[config.mk]
export PLATFORM = sky130hd
export DESIGN_NAME = lcd_serial_rx
export DESIGN_NICKNAME = d
export VERILOG_FILES = /design/src/rtl/lcdrx_pkg.sv /design/src/rtl/lcdrx_sync.sv /design/src/rtl/lcdrx_framer.sv /design/src/rtl/lcdrx_dram.sv /design/src/rtl/lcd_serial_rx.sv
export SDC_FILE = /design/constraint.sdc
export NUM_CORES = 1
export LEC_CHECK = 0
export BUFFER_PORTS_ARGS = -buffer_cell sky130_fd_sc_hd__buf_2
export CORE_ASPECT_RATIO = 1.1
export CORE_MARGIN = 2
export CORE_UTILIZATION = 60
export DETAILED_ROUTE_END_ITERATION = 16
export PLACE_DENSITY = 0.77
export SYNTH_ARGS = -nofsm -noshare
export SYNTH_HDL_FRONTEND = slang
export SYNTH_SLANG_ARGS = --single-unit
[constraint.sdc]
create_clock -name clk -period 9.45 [get_ports clk]
set_clock_uncertainty 0.2 [all_clocks]
set_input_delay 2.835 -clock clk [delete_from_list [all_inputs] [get_ports clk]]
set_output_delay 2.835 -clock clk [all_outputs]
set_load 0.01 [all_outputs]
[src/rtl/lcdrx_pkg.sv]
package lcdrx_pkg;
   localparam int unsigned LCDRX_BYTE_BITS = 8;

   typedef enum logic {
      KIND_DATA = 1'b0,
      KIND_CMD  = 1'b1
   } byte_kind_e;
endpackage

[src/rtl/lcdrx_sync.sv]
module lcdrx_sync #(
   parameter int unsigned WIDTH   = 4,
   parameter int unsigned STAGES  = 2,
   parameter logic [WIDTH-1:0] RST_VAL = '0
) (
   input  logic             clk,
   input  logic             rst_n,
   input  logic [WIDTH-1:0] d_async,
   output logic [WIDTH-1:0] q_sync
);
   logic [WIDTH-1:0] stg [STAGES];

   initial begin
      assert (STAGES >= 2) else $error("lcdrx_sync: STAGES must be at least 2");
      assert (WIDTH >= 1) else $error("lcdrx_sync: WIDTH must be at least 1");
   end

   for (genvar s = 0; s < STAGES; s++) begin : g_stage
      if (s == 0) begin : g_first
         always_ff @(posedge clk or negedge rst_n) begin
            if (!rst_n) stg[s] <= RST_VAL;
            else        stg[s] <= d_async;
         end
      end else begin : g_next
         always_ff @(posedge clk or negedge rst_n) begin
            if (!rst_n) stg[s] <= RST_VAL;
            else        stg[s] <= stg[s-1];
         end
      end
   end

   assign q_sync = stg[STAGES-1];
endmodule

[src/rtl/lcdrx_framer.sv]
module lcdrx_framer
   import lcdrx_pkg::*;
#(
   parameter int unsigned BYTE_W = LCDRX_BYTE_BITS
) (
   input  logic              clk,
   input  logic              rst_n,
   input  logic              sclk_s,
   input  logic              seln_s,
   input  logic              sd_s,
   input  logic              cd_s,
   output logic              byte_done,
   output byte_kind_e        byte_kind,
   output logic [BYTE_W-1:0] byte_val
);
   localparam int unsigned CW = $clog2(BYTE_W);
   localparam logic [CW-1:0] LAST_BIT = CW'(BYTE_W - 1);

   logic              sclk_q, seln_q;
   logic              sclk_rise, sel_fall;
   logic [CW-1:0]     bit_cnt, cnt_base;
   logic [BYTE_W-1:0] shreg, sh_next;

   initial begin
      assert (BYTE_W >= 2 && (1 << CW) == BYTE_W)
         else $error("lcdrx_framer: BYTE_W must be a power of two");
   end

   assign sclk_rise = sclk_s & ~sclk_q;
   assign sel_fall  = seln_q & ~seln_s;
   assign cnt_base  = sel_fall ? '0 : bit_cnt;
   assign sh_next   = {shreg[BYTE_W-2:0], sd_s};

   always_ff @(posedge clk or negedge rst_n) begin
      if (!rst_n) begin
         sclk_q <= 1'b0;
         seln_q <= 1'b1;
      end else begin
         sclk_q <= sclk_s;
         seln_q <= seln_s;
      end
   end

   always_ff @(posedge clk or negedge rst_n) begin
      if (!rst_n) begin
         bit_cnt   <= '0;
         shreg     <= '0;
         byte_done <= 1'b0;
         byte_kind <= KIND_DATA;
         byte_val  <= '0;
      end else begin
         byte_done <= 1'b0;
         if (seln_s) begin
            bit_cnt <= '0;
         end else if (sclk_rise) begin
            shreg <= sh_next;
            if (cnt_base == LAST_BIT) begin
               bit_cnt   <= '0;
               byte_done <= 1'b1;
               byte_kind <= cd_s ? KIND_CMD : KIND_DATA;
               byte_val  <= sh_next;
            end else begin
               bit_cnt <= cnt_base + 1'b1;
            end
         end else if (sel_fall) begin
            bit_cnt <= '0;
         end
      end
   end

   // a high select leaves the framer waiting at bit 7
   a_r4_idle_clear: assert property (@(posedge clk) disable iff (!rst_n)
      seln_s |=> (bit_cnt == '0));

   // no byte completes while the select is high
   a_r3_no_byte_idle: assert property (@(posedge clk) disable iff (!rst_n)
      $past(seln_s) |-> !byte_done);

   // a completed byte is a single-cycle event
   a_r5_done_pulse: assert property (@(posedge clk) disable iff (!rst_n)
      byte_done |=> !byte_done);
endmodule

[src/rtl/lcdrx_dram.sv]
module lcdrx_dram #(
   parameter int unsigned NUM_SEG = 32,
   parameter int unsigned NUM_COM = 4,
   parameter int unsigned BYTE_W  = 8
) (
   input  logic                       clk,
   input  logic                       rst_n,
   input  logic                       wr_en,
   input  logic [BYTE_W-1:0]          wr_data,
   input  logic [$clog2(NUM_SEG)-1:0] rd_seg,
   output logic [NUM_COM-1:0]         rd_coms
);
   localparam int unsigned BITS   = NUM_SEG * NUM_COM;
   localparam int unsigned NBYTES = BITS / BYTE_W;
   localparam int unsigned AW     = $clog2(NBYTES);
   localparam logic [AW-1:0] LAST_SLOT = AW'(NBYTES - 1);

   logic [AW-1:0]     slot;
   logic [BYTE_W-1:0] bank [NBYTES];
   logic [BITS-1:0]   flat;

   initial begin
      assert (NBYTES * BYTE_W == BITS)
         else $error("lcdrx_dram: memory size must be a whole number of bytes");
      assert (NBYTES >= 2 && (1 << AW) == NBYTES)
         else $error("lcdrx_dram: byte count must be a power of two of at least 2");
   end

   always_ff @(posedge clk or negedge rst_n) begin
      if (!rst_n)     slot <= '0;
      else if (wr_en) slot <= (slot == LAST_SLOT) ? '0 : slot + 1'b1;
   end

   for (genvar k = 0; k < NBYTES; k++) begin : g_bank
      always_ff @(posedge clk or negedge rst_n) begin
         if (!rst_n)                          bank[k] <= '0;
         else if (wr_en && slot == AW'(k))    bank[k] <= wr_data;
      end
      assign flat[k*BYTE_W +: BYTE_W] = bank[k];
   end

   assign rd_coms = flat[rd_seg*NUM_COM +: NUM_COM];

   // the slot counter only moves on display writes
   a_r7_slot_hold: assert property (@(posedge clk) disable iff (!rst_n)
      !wr_en |=> $stable(slot));

   // a write always moves the slot counter
   a_r7_slot_moves: assert property (@(posedge clk) disable iff (!rst_n)
      wr_en |=> !$stable(slot));

   // the written slot holds the written byte afterwards
   a_r6_byte_stored: assert property (@(posedge clk) disable iff (!rst_n)
      wr_en |=> (bank[$past(slot)] == $past(wr_data)));
endmodule

[src/rtl/lcd_serial_rx.sv]
module lcd_serial_rx
   import lcdrx_pkg::*;
#(
   parameter int unsigned NUM_SEG     = 32,
   parameter int unsigned NUM_COM     = 4,
   parameter int unsigned SYNC_STAGES = 2
) (
   input  logic                       clk,
   input  logic                       rst_n,
   input  logic                       shift_clk,
   input  logic                       sel_n,
   input  logic                       ser_data,
   input  logic                       cmd_sel,
   input  logic [$clog2(NUM_SEG)-1:0] rd_seg,
   output logic                       cmd_valid,
   output logic [LCDRX_BYTE_BITS-1:0] cmd_byte,
   output logic [NUM_COM-1:0]         rd_coms
);
   localparam int unsigned BW = LCDRX_BYTE_BITS;

   logic [3:0]    pins_s;
   logic          done;
   byte_kind_e    kind;
   logic [BW-1:0] val;
   logic          data_wr;

   lcdrx_sync #(.WIDTH(4), .STAGES(SYNC_STAGES), .RST_VAL(4'b0010)) u_sync (
      .clk     (clk),
      .rst_n   (rst_n),
      .d_async ({cmd_sel, ser_data, sel_n, shift_clk}),
      .q_sync  (pins_s)
   );

   lcdrx_framer #(.BYTE_W(BW)) u_framer (
      .clk       (clk),
      .rst_n     (rst_n),
      .sclk_s    (pins_s[0]),
      .seln_s    (pins_s[1]),
      .sd_s      (pins_s[2]),
      .cd_s      (pins_s[3]),
      .byte_done (done),
      .byte_kind (kind),
      .byte_val  (val)
   );

   assign data_wr = done && (kind == KIND_DATA);

   always_ff @(posedge clk or negedge rst_n) begin
      if (!rst_n) begin
         cmd_valid <= 1'b0;
         cmd_byte  <= '0;
      end else begin
         cmd_valid <= done && (kind == KIND_CMD);
         if (done && kind == KIND_CMD) cmd_byte <= val;
      end
   end

   lcdrx_dram #(.NUM_SEG(NUM_SEG), .NUM_COM(NUM_COM), .BYTE_W(BW)) u_dram (
      .clk     (clk),
      .rst_n   (rst_n),
      .wr_en   (data_wr),
      .wr_data (val),
      .rd_seg  (rd_seg),
      .rd_coms (rd_coms)
   );

   // command strobe lasts one cycle
   a_r5_cmd_pulse: assert property (@(posedge clk) disable iff (!rst_n)
      cmd_valid |=> !cmd_valid);

   // a command byte from the framer appears on the strobe next cycle
   a_r5_cmd_value: assert property (@(posedge clk) disable iff (!rst_n)
      (done && kind == KIND_CMD) |=> (cmd_valid && cmd_byte == $past(val)));

   // a byte is either a command or a write, never both
   a_r6_no_cmd_on_write: assert property (@(posedge clk) disable iff (!rst_n)
      data_wr |=> !cmd_valid);
endmodule

After elaboration in Yosys (flattened, before gate mapping):

Index checks and enable logic that the tools add are counted.

* register bits after elaboration: 171
* output and inout port bits: 13

* add/sub/neg operators: 2
* equality and inequality tests: 16
* shifts and indexed selects: 1
* multiplexer cells: 9
* bitwise gates (word level): 5
* reductions and logical operators: 21

Operators by type and width (number)
* $shiftx 128x8->4: 1
* $eq 4x4->1 const B: 8
* $logic_and 1x1->1: 18
* $eq 4x3->1 const B: 4
* $mux 3: 4
* $eq 4x2->1 const B: 2
* $add 4x1->4 const B: 1
* $eq 4x1->1 const B: 1
* $logic_not 4->1: 1
* $mux 1: 4
* $mux 4: 1
* $add 3x1->3 const B: 1
* $eq 3x3->1 const B: 1
* $not 1->1: 3
* $reduce_and 3->1: 1
* $and 1x1->1: 2
* $reduce_and 2->1: 1

Longest topological paths before layout:

Gate-level depths: netlist of the first run.

* depth in word-level cells: 7
* gate-level depth with buffers: 6
* depth with buffers taken out: 6

Modules after synthesis:

Synthesis of the first run repeated with hierarchy kept, for this count alone.

* cells, all modules: 456
* area total of the unflattened synthesis: 7532.2 µm²

Modules (own cells, without submodules)
* lcdrx_dram: instances 1, cells an instance 366, area an instance 6054.6 µm², seq. area each 3303.2 µm²
* lcdrx_framer: instances 1, cells an instance 58, area an instance 905.9 µm², seq. area each 551.8 µm²
* lcd_serial_rx: instances 1, cells an instance 20, area an instance 339.1 µm², seq. area each 225.2 µm²
* lcdrx_sync: instances 1, cells an instance 12, area an instance 232.7 µm², seq. area each 202.7 µm²

Worst setup path before layout of the first run:

OpenSTA, ideal clock, no wires.

* path kind: input to output
* from: input rd_seg[1]
* to: output rd_coms[0]
* data arrival time: 4.425 ns
* required time: 6.415 ns
* setup slack: 1.990 ns
* cell stages on the path: 5
* path buffers: 2
* path through: buf_2 > buf_6 > mux4_2 > mux4_2 > mux2_2

* word-level cells in the longest chain between the ends: 1

RTL lines
* start, declared: RTL line lcd_serial_rx.sv:14 `input logic [$clog2(NUM_SEG)-1:0] rd_seg,`
* $shiftx 128x8->4: RTL line lcdrx_dram.sv:42 `assign rd_coms = flat[rd_seg*NUM_COM +: NUM_COM];`
* end, declared: RTL line lcd_serial_rx.sv:17 `output logic [NUM_COM-1:0] rd_coms`

Every way passes these cells.

Final worst setup path of the first run:

* from: input rd_seg[1]
* to: output rd_coms[1]

The elaborated chain is that of the path after synthesis.

==> results_dict.tcl, run 1 <==
set metrics [dict create \
    firstDrtPassIters 6 \
    ys_ff_latch 171 \
    syn_nets 464 \
    cpMaxStageDelayCell "buf_2" \
    die_area_mm2 0.0132 \
    hp-start "u_sync.stg[5]" \
    period_share_pct 87.5 \
    detail_route.wl_per_cell_um 22.4 \
    via_per_inst 6.17 \
    root_buffer "clkbuf_16" \
    clock_latency_ns 0.42 \
    multi_input_area_mm2 0.00301 \
    hold_class "register to register" \
    final_nets 486 \
    worstPathRequired_ns 6.42 \
    cts_hold_buf 0 \
    cts_buffers 17 \
    worstMarginPinSlew_ns 1.09 \
    routed_wirelength_um 14300 \
    cpPeakStageDelay_ns 0.57 \
    crit_chain "buf_2 > buf_4 > mux4_2 > mux4_2 > mux2_2 > buf_2" \
    seqCellArea_mm2 0.00428 \
    yosysWarnings 0 \
    cp.buffers_inverters 3 \
    cts_max_level 4 \
    core_area_mm2 0.0120 \
    whs_path_depth 0 \
    syn_inst 448 \
    maxCapViolations 0 \
    final_common_cell "dfrtp_1" \
    die_x_um 110 \
    grt_pass1_vias 4323 \
    worstSetupPathType "input port to output pin" \
    gp_congestion 0.760 \
    clockBufferDepth 2 \
    crit_path_max_fanout 21 \
    critical_path.top_delay_family "multiplexers" \
    peakVddDrop_uv 120 \
    rsz0062_at_grt "no" \
    syn_area_mm2 0.00740 \
    grt_overflow 0 \
    ant_nets 0 \
    grt_antenna_before_repair 0 \
    grt_first_pass_wirelength_um 23500 \
    layout-drive-gt1-share_pct 52.7 \
    diodes 0 \
    max-slew-margin-rel_pct 27.0 \
    layout_setup_ws_ns 1.18 \
    final_cell_mix "dfrtp_1, mux2_2, mux4_2" \
    crit_path_start_kind "input port" \
    cts_resized 0 \
    hold_viol 0 \
    start_util_pct 61.5 \
    vias 3922 \
    min_period_ns 8.27 \
    ys_types 23 \
    fp-row-count 42 \
    path_clk_slew_ns 0.06 \
    yosysSeqAreaShare_pct 57.9 \
    synth.avg_cell_area_um2 16.5 \
    fill_cells 818 \
    finalSetupViolations 0 \
    post-dp-hpwl_um 9060 \
    syn_to_final_growth_pct 11.5 \
    r2r-end "u_framer.byte_val[7]" \
    portBuffers 23 \
    worstHoldEndpoint "u_sync.q_sync[1]" \
    io_pins 24 \
    grt_max_degree 90 \
    r2r_slack_ns 6.76 \
    outcome "complete, no violations" \
    die_h_um 120 \
    setup_tns_ns 0 \
    critPathArrivalTime_ns 5.24 \
    pre_cts_slack_ns 1.13 \
    max_freq_mhz 121 \
    r2r_start "u_sync.q_sync[1]" \
    grt_use_total_pct 24.6 \
    post_cts_buffers 0 \
    leakagePower_nw 3.98 \
    drc 0 \
    initialDrtViolationCount 210 \
    hold_ws_ns 0.151 \
    cts_tree "yes" \
    slew_violations 0 \
    power.density_mw_per_mm2 185 \
    worstSetupEndpointType "output pin" \
    finalPower_mw 1.53 \
    cts_sinks 171 \
    r2r_cells 5 \
]
## cell usage after synthesis
| library cell | instances | share of area, % |
|---|---|---|
| dfrtp_1 | 168 | 57 |
| mux2_2 | 156 | 24 |
| mux4_2 | 40 | 12 |
| nor2_1 | 16 | 0.81 |
| clkbuf_1 | 13 | 0.66 |
| nand3b_1 | 7 | 0.71 |
| nand3_1 | 6 | 0.41 |
| buf_1 | 5 | 0.25 |
| ha_1 | 5 | 0.85 |
| nand2b_1 | 5 | 0.42 |
| a21oi_1 | 3 | 0.20 |
| buf_6 | 3 | 0.46 |
| dfstp_2 | 3 | 1.1 |
| inv_1 | 3 | 0.15 |
| nand2_1 | 3 | 0.15 |
| xnor2_1 | 3 | 0.36 |
| and2_1 | 2 | 0.17 |
| o21ai_0 | 2 | 0.14 |
| a21o_1 | 1 | 0.10 |
| buf_2 | 1 | 0.068 |
| nor2b_1 | 1 | 0.085 |
| nor4b_1 | 1 | 0.12 |
| o41ai_1 | 1 | 0.12 |
## layout make-up
cell class | instances | share of cell area, %
Inverter | 3 | 0.136
Sequential cell | 171 | 51.9
Clock buffer | 25 | 6.25
Clock inverter | 6 | 1.30
Timing Repair Buffer | 25 | 1.65
Multi-Input combinational cell | 252 | 36.4
Tap cell | 154 | 2.33
## power by group
| group | total, mW | internal [mW] | leakage [nW] | switching [mW] |
|---|---|---|---|---|
| Clock | 0.724 | 0.456 | 0.305 | 0.268 |
| Combinational | 0.0468 | 0.0191 | 1.32 | 0.0278 |
| Sequential | 0.757 | 0.748 | 2.35 | 0.00926 |
## per-stage QoR
stage / cell area [um^2] / util, % / instances
after floorplan: 7400 / - / 448
after global placement: 7630 / 63.4 / 605
after detailed placement: 7630 / 63.4 / 605
after CTS: 8250 / 68.6 / 636
after global routing: 8250 / 68.6 / 636
final: 8250 / 68.6 / 636
## sequential cells by signal, summed over array words and instances (netlist names)
name                flops
u_framer.byte_kind      1
u_framer.sclk_q         1
u_framer.byte_done      1
u_sync.q_sync           4
u_dram.bank           128
u_framer.byte_val       8
u_framer.shreg          7
u_framer.seln_q         1
cmd_byte                8
cmd_valid               1
u_framer.bit_cnt        3
u_dram.slot             4
u_sync.stg              4
## metal layers
| metal | wire length (um) | GRT usage [%] | vias up |
|---|---|---|---|
| li1 | - | - | 1706 |
| met1 | 6110 | 32.7 | 2120 |
| met2 | 7360 | 39.5 | 75 |
| met3 | 472 | 4.85 | 21 |
| met4 | 312 | 10.8 | 0 |
| met5 | 0 | 0 | - |
## kinds of logic (layout without fill, tap and decap cells)
family	count (synthesis)	after routing	share of synthesized area [%]
multiplexers	196	196	35.9
flip-flops	171	171	57.9
AND/OR/NAND/NOR	41	41	2.87
buffers and inverters	25	59	1.59
AO/OA/AOI/OAI	7	7	0.558
adder cells (fa/ha/maj)	5	5	0.845
XOR/XNOR	3	3	0.355
## worst max-delay path by stage
stage / endpoint / start / cells after the start / slack (ns)
2_1_floorplan: rd_coms[0] / rd_seg[1] / 5 / 1.99
3_3_place_gp: rd_coms[1] / rd_seg[1] / 6 / 1.17
3_5_place_dp: rd_coms[1] / rd_seg[1] / 6 / 1.13
4_1_cts: rd_coms[1] / rd_seg[1] / 6 / 1.13
5_1_grt: rd_coms[1] / rd_seg[1] / 6 / 0.97
6_report: rd_coms[1] / rd_seg[1] / 6 / 1.18
Note: power is estimated with default switching activity, not from simulation.
==> inputs of run 2 (changes only) <==
--- a/config.mk
+++ b/config.mk
@@ -6,9 +6,10 @@
 export NUM_CORES = 1
 export LEC_CHECK = 0
 export BUFFER_PORTS_ARGS = -buffer_cell sky130_fd_sc_hd__buf_2
-export CORE_ASPECT_RATIO = 1.1
+export CORE_ASPECT_RATIO = 1.75
 export CORE_MARGIN = 2
 export CORE_UTILIZATION = 60
+export CTS_BUF_LIST = sky130_fd_sc_hd__clkbuf_16
 export DETAILED_ROUTE_END_ITERATION = 16
 export PLACE_DENSITY = 0.77
 export SYNTH_ARGS = -nofsm -noshare
==> results_dict.tcl, run 2 (synthesis results as in run 1) <==
set metrics [dict create \
    setup_tns_ns 0 \
    via_per_inst 6.07 \
    drc 0 \
    grt_antenna_before_repair 0 \
    syn_to_final_growth_pct 10.6 \
    leakagePower_nw 3.95 \
    cts_resized 0 \
    cts_sinks 171 \
    hold_viol 0 \
    vias 3936 \
    cpPeakStageDelay_ns 0.59 \
    path_clk_slew_ns 0.07 \
    max-slew-margin-rel_pct 26.4 \
    final_area_mm2 0.00818 \
    p_sw_mw 0.334 \
    largest_reg_flops 128 \
    grtUsageMet3_pct 4.41 \
    top_register "u_dram.bank" \
    grt_use_total_pct 24.0 \
    fp-row-count 53 \
    worstSetupEndpointType "output pin" \
    worstMarginPinSlew_ns 1.10 \
    post-dp-hpwl_um 9370 \
    layout-drive-gt1-share_pct 53.0 \
    cpMaxStageDelayCell "mux4_2" \
    die_h_um 151 \
    cts_max_level 4 \
    power_frac_clock_pct 44.1 \
    final_cell_mix "dfrtp_1, mux2_2, mux4_2" \
    top_regs "u_dram.bank (128), cmd_byte (8), u_framer.byte_val (8)" \
    portBuffers 23 \
    grt-busiest-layer "met2" \
    power.density_mw_per_mm2 176 \
    detail_route.wl_per_cell_um 22.1 \
    root_buffer "clkbuf_16" \
    clockBufferDepth 2 \
    start_util_pct 61.7 \
    ant_nets 0 \
    min_period_ns 8.00 \
    met2_usage_pct 42.3 \
    crit_chain "buf_2 > buf_4 > mux4_2 > mux4_2 > mux2_2 > buf_2" \
    hold_class "register to register" \
    use_met1_pct 29.0 \
    place_area_mm2 0.00764 \
    max_freq_mhz 125 \
    outcome "complete, no violations" \
    cts_buffers 17 \
    period_share_pct 84.7 \
    routed_wirelength_um 14400 \
    firstDrtPassIters 6 \
    worstSetupPathType "input port to output pin" \
    cts_hold_buf 0 \
    crit_path_max_fanout 32 \
    p_int_mw 1.11 \
    critPathArrivalTime_ns 4.97 \
    initialDrtViolationCount 211 \
    worstPathRequired_ns 6.42 \
    io_pins 24 \
    gp_congestion 0.779 \
    power_frac_seq_pct 52.6 \
    p_comb_share_pct 3.3 \
    slew_violations 0 \
    cts_tree "yes" \
    die_x_um 88.0 \
    grt_overflow 0 \
    post_cts_buffers 0 \
    netSwitchingFraction_pct 23.2 \
    grt_first_pass_wirelength_um 23200 \
    final_nets 486 \
    maxCapViolations 0 \
    finalSetupViolations 0 \
    clock_latency_ns 0.42 \
    peakVddDrop_uv 153 \
    die_area_mm2 0.0133 \
    final_common_cell "dfrtp_1" \
    core_area_mm2 0.0120 \
    crit_path_start_kind "input port" \
    grt_pass1_vias 4289 \
    grt_max_degree 91 \
    rsz0062_at_grt "no" \
    diodes 0 \
]
==> run 2: cell types whose count changed in the layout (fill, tap and decap cells not counted), moves of 2 or more <==
cell / previous run / this run
clkbuf_8: 6 / 0
clkbuf_1: 2 / 0
inv_6: 0 / 5
clkinv_2: 2 / 4
clkinv_4: 0 / 4
bufinv_16: 3 / 0
==> run 2: power by group through the flow <==
stage                     Sequential, mW  Combinational [mW]  Clock (mW)
after detailed placement           0.772              0.0495           0
final                              0.758              0.0477       0.635
after global routing               0.759              0.0533       0.676
after floorplan                    0.767              0.0277           0
after global placement             0.772              0.0477           0
after CTS                          0.758              0.0496       0.647
==> run 2: final cells by class <==
class	instances	area [um^2]
Inverter	3	11.3
Timing Repair Buffer	25	136
Fill cell	837	3820
Tap cell	165	206
Clock inverter	15	114
Multi-Input combinational cell	252	3010
Clock buffer	17	425
Sequential cell	171	4280
==> run 2: stage by stage <==
stage | hold WS, ns | setup WS, ns | util [%] | cells | power [mW]
final | 0.150 | 1.45 | 68.2 | 648 | 1.44
after global routing | 0.161 | 1.32 | 68.2 | 648 | 1.49
after CTS | 0.153 | 1.40 | 68.2 | 648 | 1.45
after detailed placement | 0.136 | 1.41 | 63.7 | 616 | 0.822
after global placement | 0.134 | 1.43 | 63.7 | 616 | 0.819
after floorplan | 0.131 | 1.99 | - | 448 | 0.795
==> run 2: path summary, 6_finish.rpt <==
check / from / end / slack [ns] / cells after the start
setup / recovery: rd_seg[1] / rd_coms[3] / 1.45 / 6
hold reg to reg: u_sync.stg[6] / u_sync.q_sync[2] / 0.15 / 0
setup reg to reg: u_sync.q_sync[1] / u_framer.byte_val[7] / 6.69 / 5
max in group asynchronous: rst_n / u_framer.bit_cnt[1] / 5.22 / 2
min in group asynchronous: rst_n / u_dram.bank[88] / 2.27 / 1
hold / removal: u_sync.stg[6] / u_sync.q_sync[2] / 0.15 / 0
==> run 2: critical path, delay by kind of cell <==
| family | cells | cell delay [ns] |
|---|---|---|
| buffers and inverters | 3 | 0.76 |
| multiplexers | 3 | 1.36 |
==> run 2: layer usage <==
metal / vias to the layer above / wire length [um]
met1: 2131 / 5710
li1: 1716 / -
met3: 18 / 350
met5: - / 0
met2: 71 / 8000
met4: 0 / 282
==> inputs of run 3 (changes only) <==
--- a/config.mk
+++ b/config.mk
@@ -8,10 +8,10 @@
 export BUFFER_PORTS_ARGS = -buffer_cell sky130_fd_sc_hd__buf_2
 export CORE_ASPECT_RATIO = 1.75
 export CORE_MARGIN = 2
-export CORE_UTILIZATION = 60
+export CORE_UTILIZATION = 56
 export CTS_BUF_LIST = sky130_fd_sc_hd__clkbuf_16
 export DETAILED_ROUTE_END_ITERATION = 16
-export PLACE_DENSITY = 0.77
+export PLACE_DENSITY = 0.76
 export SYNTH_ARGS = -nofsm -noshare
 export SYNTH_HDL_FRONTEND = slang
 export SYNTH_SLANG_ARGS = --single-unit
==> constraint.sdc (replaced) <==
create_clock -name clk -period 6.7 [get_ports clk]
set_clock_uncertainty 0.2 [all_clocks]
set_input_delay 2.01 -clock clk [delete_from_list [all_inputs] [get_ports clk]]
set_output_delay 2.01 -clock clk [all_outputs]
set_load 0.01 [all_outputs]
==> results_dict.tcl, run 3 (synthesis results as in run 1) <==
set metrics [dict create \
    path_clk_slew_ns 0.06 \
    place_inst 624 \
    fill_cells 981 \
    firstDrtPassIters 4 \
    clockBufferDepth 2 \
    portBuffers 23 \
    critical_path.top_delay_family "multiplexers" \
    final_nets 488 \
    hold_ws_ns 0.153 \
    cts_hold_buf 0 \
    worstSetupPathType "input port to output pin" \
    cts_buffers 17 \
    worstPathRequired_ns 4.49 \
    die_x_um 90.9 \
    crit_path_start_kind "input port" \
    cpPeakStageDelay_ns 0.57 \
    root_buffer "clkbuf_16" \
    post-dp-hpwl_um 9460 \
    outcome "complete, no violations" \
    cts_max_level 4 \
    grt_overflow 0 \
    io_pins 24 \
    cts_tree "yes" \
    r2r_slack_ns 3.93 \
    top_regs "u_dram.bank (128), cmd_byte (8), u_framer.byte_val (8)" \
    gp_congestion 0.757 \
    grt_pass1_vias 4402 \
    worstSetupEndpointType "output pin" \
    min_period_ns 6.10 \
    grt_first_pass_wirelength_um 24000 \
    setup_tns_ns 0 \
    cts_sinks 171 \
    grt_max_degree 70 \
    core_area_mm2 0.0129 \
    die_h_um 156 \
    post_cts_buffers 0 \
    period_share_pct 91.0 \
    routed_wirelength_um 14600 \
    worstMarginPinSlew_ns 1.10 \
    maxCapViolations 0 \
    largest_reg_flops 128 \
    max-slew-margin-rel_pct 26.2 \
    leakagePower_nw 3.96 \
    grt_use_total_pct 22.6 \
    r2r-end "u_framer.byte_val[1]" \
    via_per_inst 6.06 \
    final_util_pct 63.7 \
    critPathCapture "rd_coms[3]" \
    rsz0062_at_grt "no" \
    power.density_mw_per_mm2 248 \
    start_util_pct 57.2 \
    final_common_cell "dfrtp_1" \
    diodes 0 \
    hold_class "register to register" \
    detail_route.wl_per_cell_um 22.2 \
    top_register "u_dram.bank" \
    die_area_mm2 0.0142 \
    crit_path_max_fanout 32 \
    hp-start "u_sync.stg[6]" \
    peakVddDrop_uv 163 \
    slew_violations 0 \
    finalPower_mw 2.04 \
    drc 0 \
    crit_start "rd_seg[1]" \
    crit_cells 6 \
    critPathArrivalTime_ns 3.89 \
    initialDrtViolationCount 222 \
    final_cell_count_no_fill 656 \
    grt_antenna_before_repair 0 \
    crit_chain "buf_2 > buf_12 > mux4_2 > mux4_2 > mux2_2 > buf_2" \
    r2r_cells 5 \
    finalSetupViolations 0 \
    cp.buffers_inverters 3 \
    ant_nets 0 \
    r2r_start "u_sync.q_sync[1]" \
    fp-row-count 55 \
    max_freq_mhz 164 \
    cts_resized 0 \
    vias 3975 \
    cpMaxStageDelayCell "mux4_2" \
    layout-drive-gt1-share_pct 52.8 \
    hold_viol 0 \
    syn_to_final_growth_pct 11.4 \
    clock_latency_ns 0.41 \
    final_cell_mix "dfrtp_1, mux2_2, mux4_2" \
]
-- run 3: where the power goes --
part           switching (mW)  leakage, nW  internal, mW
clock network           0.396        0.262         0.509
logic                  0.0408         1.34        0.0291
registers              0.0146         2.35          1.05
total                   0.451         3.96          1.59
-- run 3: worst min path at each step --
stage	to	slack (ns)	depth (start not counted)
finish	u_sync.q_sync[2]	0.15	0
global route	u_sync.q_sync[3]	0.16	0
CTS	u_sync.q_sync[3]	0.15	0
detailed placement	u_sync.q_sync[3]	0.14	0
global placement	u_sync.q_sync[2]	0.13	0
floorplan	u_sync.q_sync[0]	0.13	0
-- run 3: per-stage QoR --
stage | worst slack (ns) | area, um^2
finish | 0.602 | 8240
global route | 0.544 | 8240
CTS | 0.580 | 8240
detailed placement | 0.601 | 7690
global placement | 0.604 | 7690
floorplan | 0.890 | 7400
-- run 3: final cells by class --
class                           count  area [um^2]  area share, %
Clock buffer                       17          425           5.16
Inverter                            3         11.3          0.137
Clock inverter                     15          125           1.52
Timing Repair Buffer               27          176           2.14
Multi-Input combinational cell    252         3010           36.5
Tap cell                          171          214           2.60
Sequential cell                   171         4280           52.0
-- run 3: layer usage --
metal / wire length (um) / vias up / track usage (%)
met3: 582 / 23 / 4.11
met4: 312 / 0 / 8.01
met5: 0 / - / 0
met2: 7930 / 110 / 39.6
met1: 5740 / 2128 / 28.5
li1: - / 1714 / -
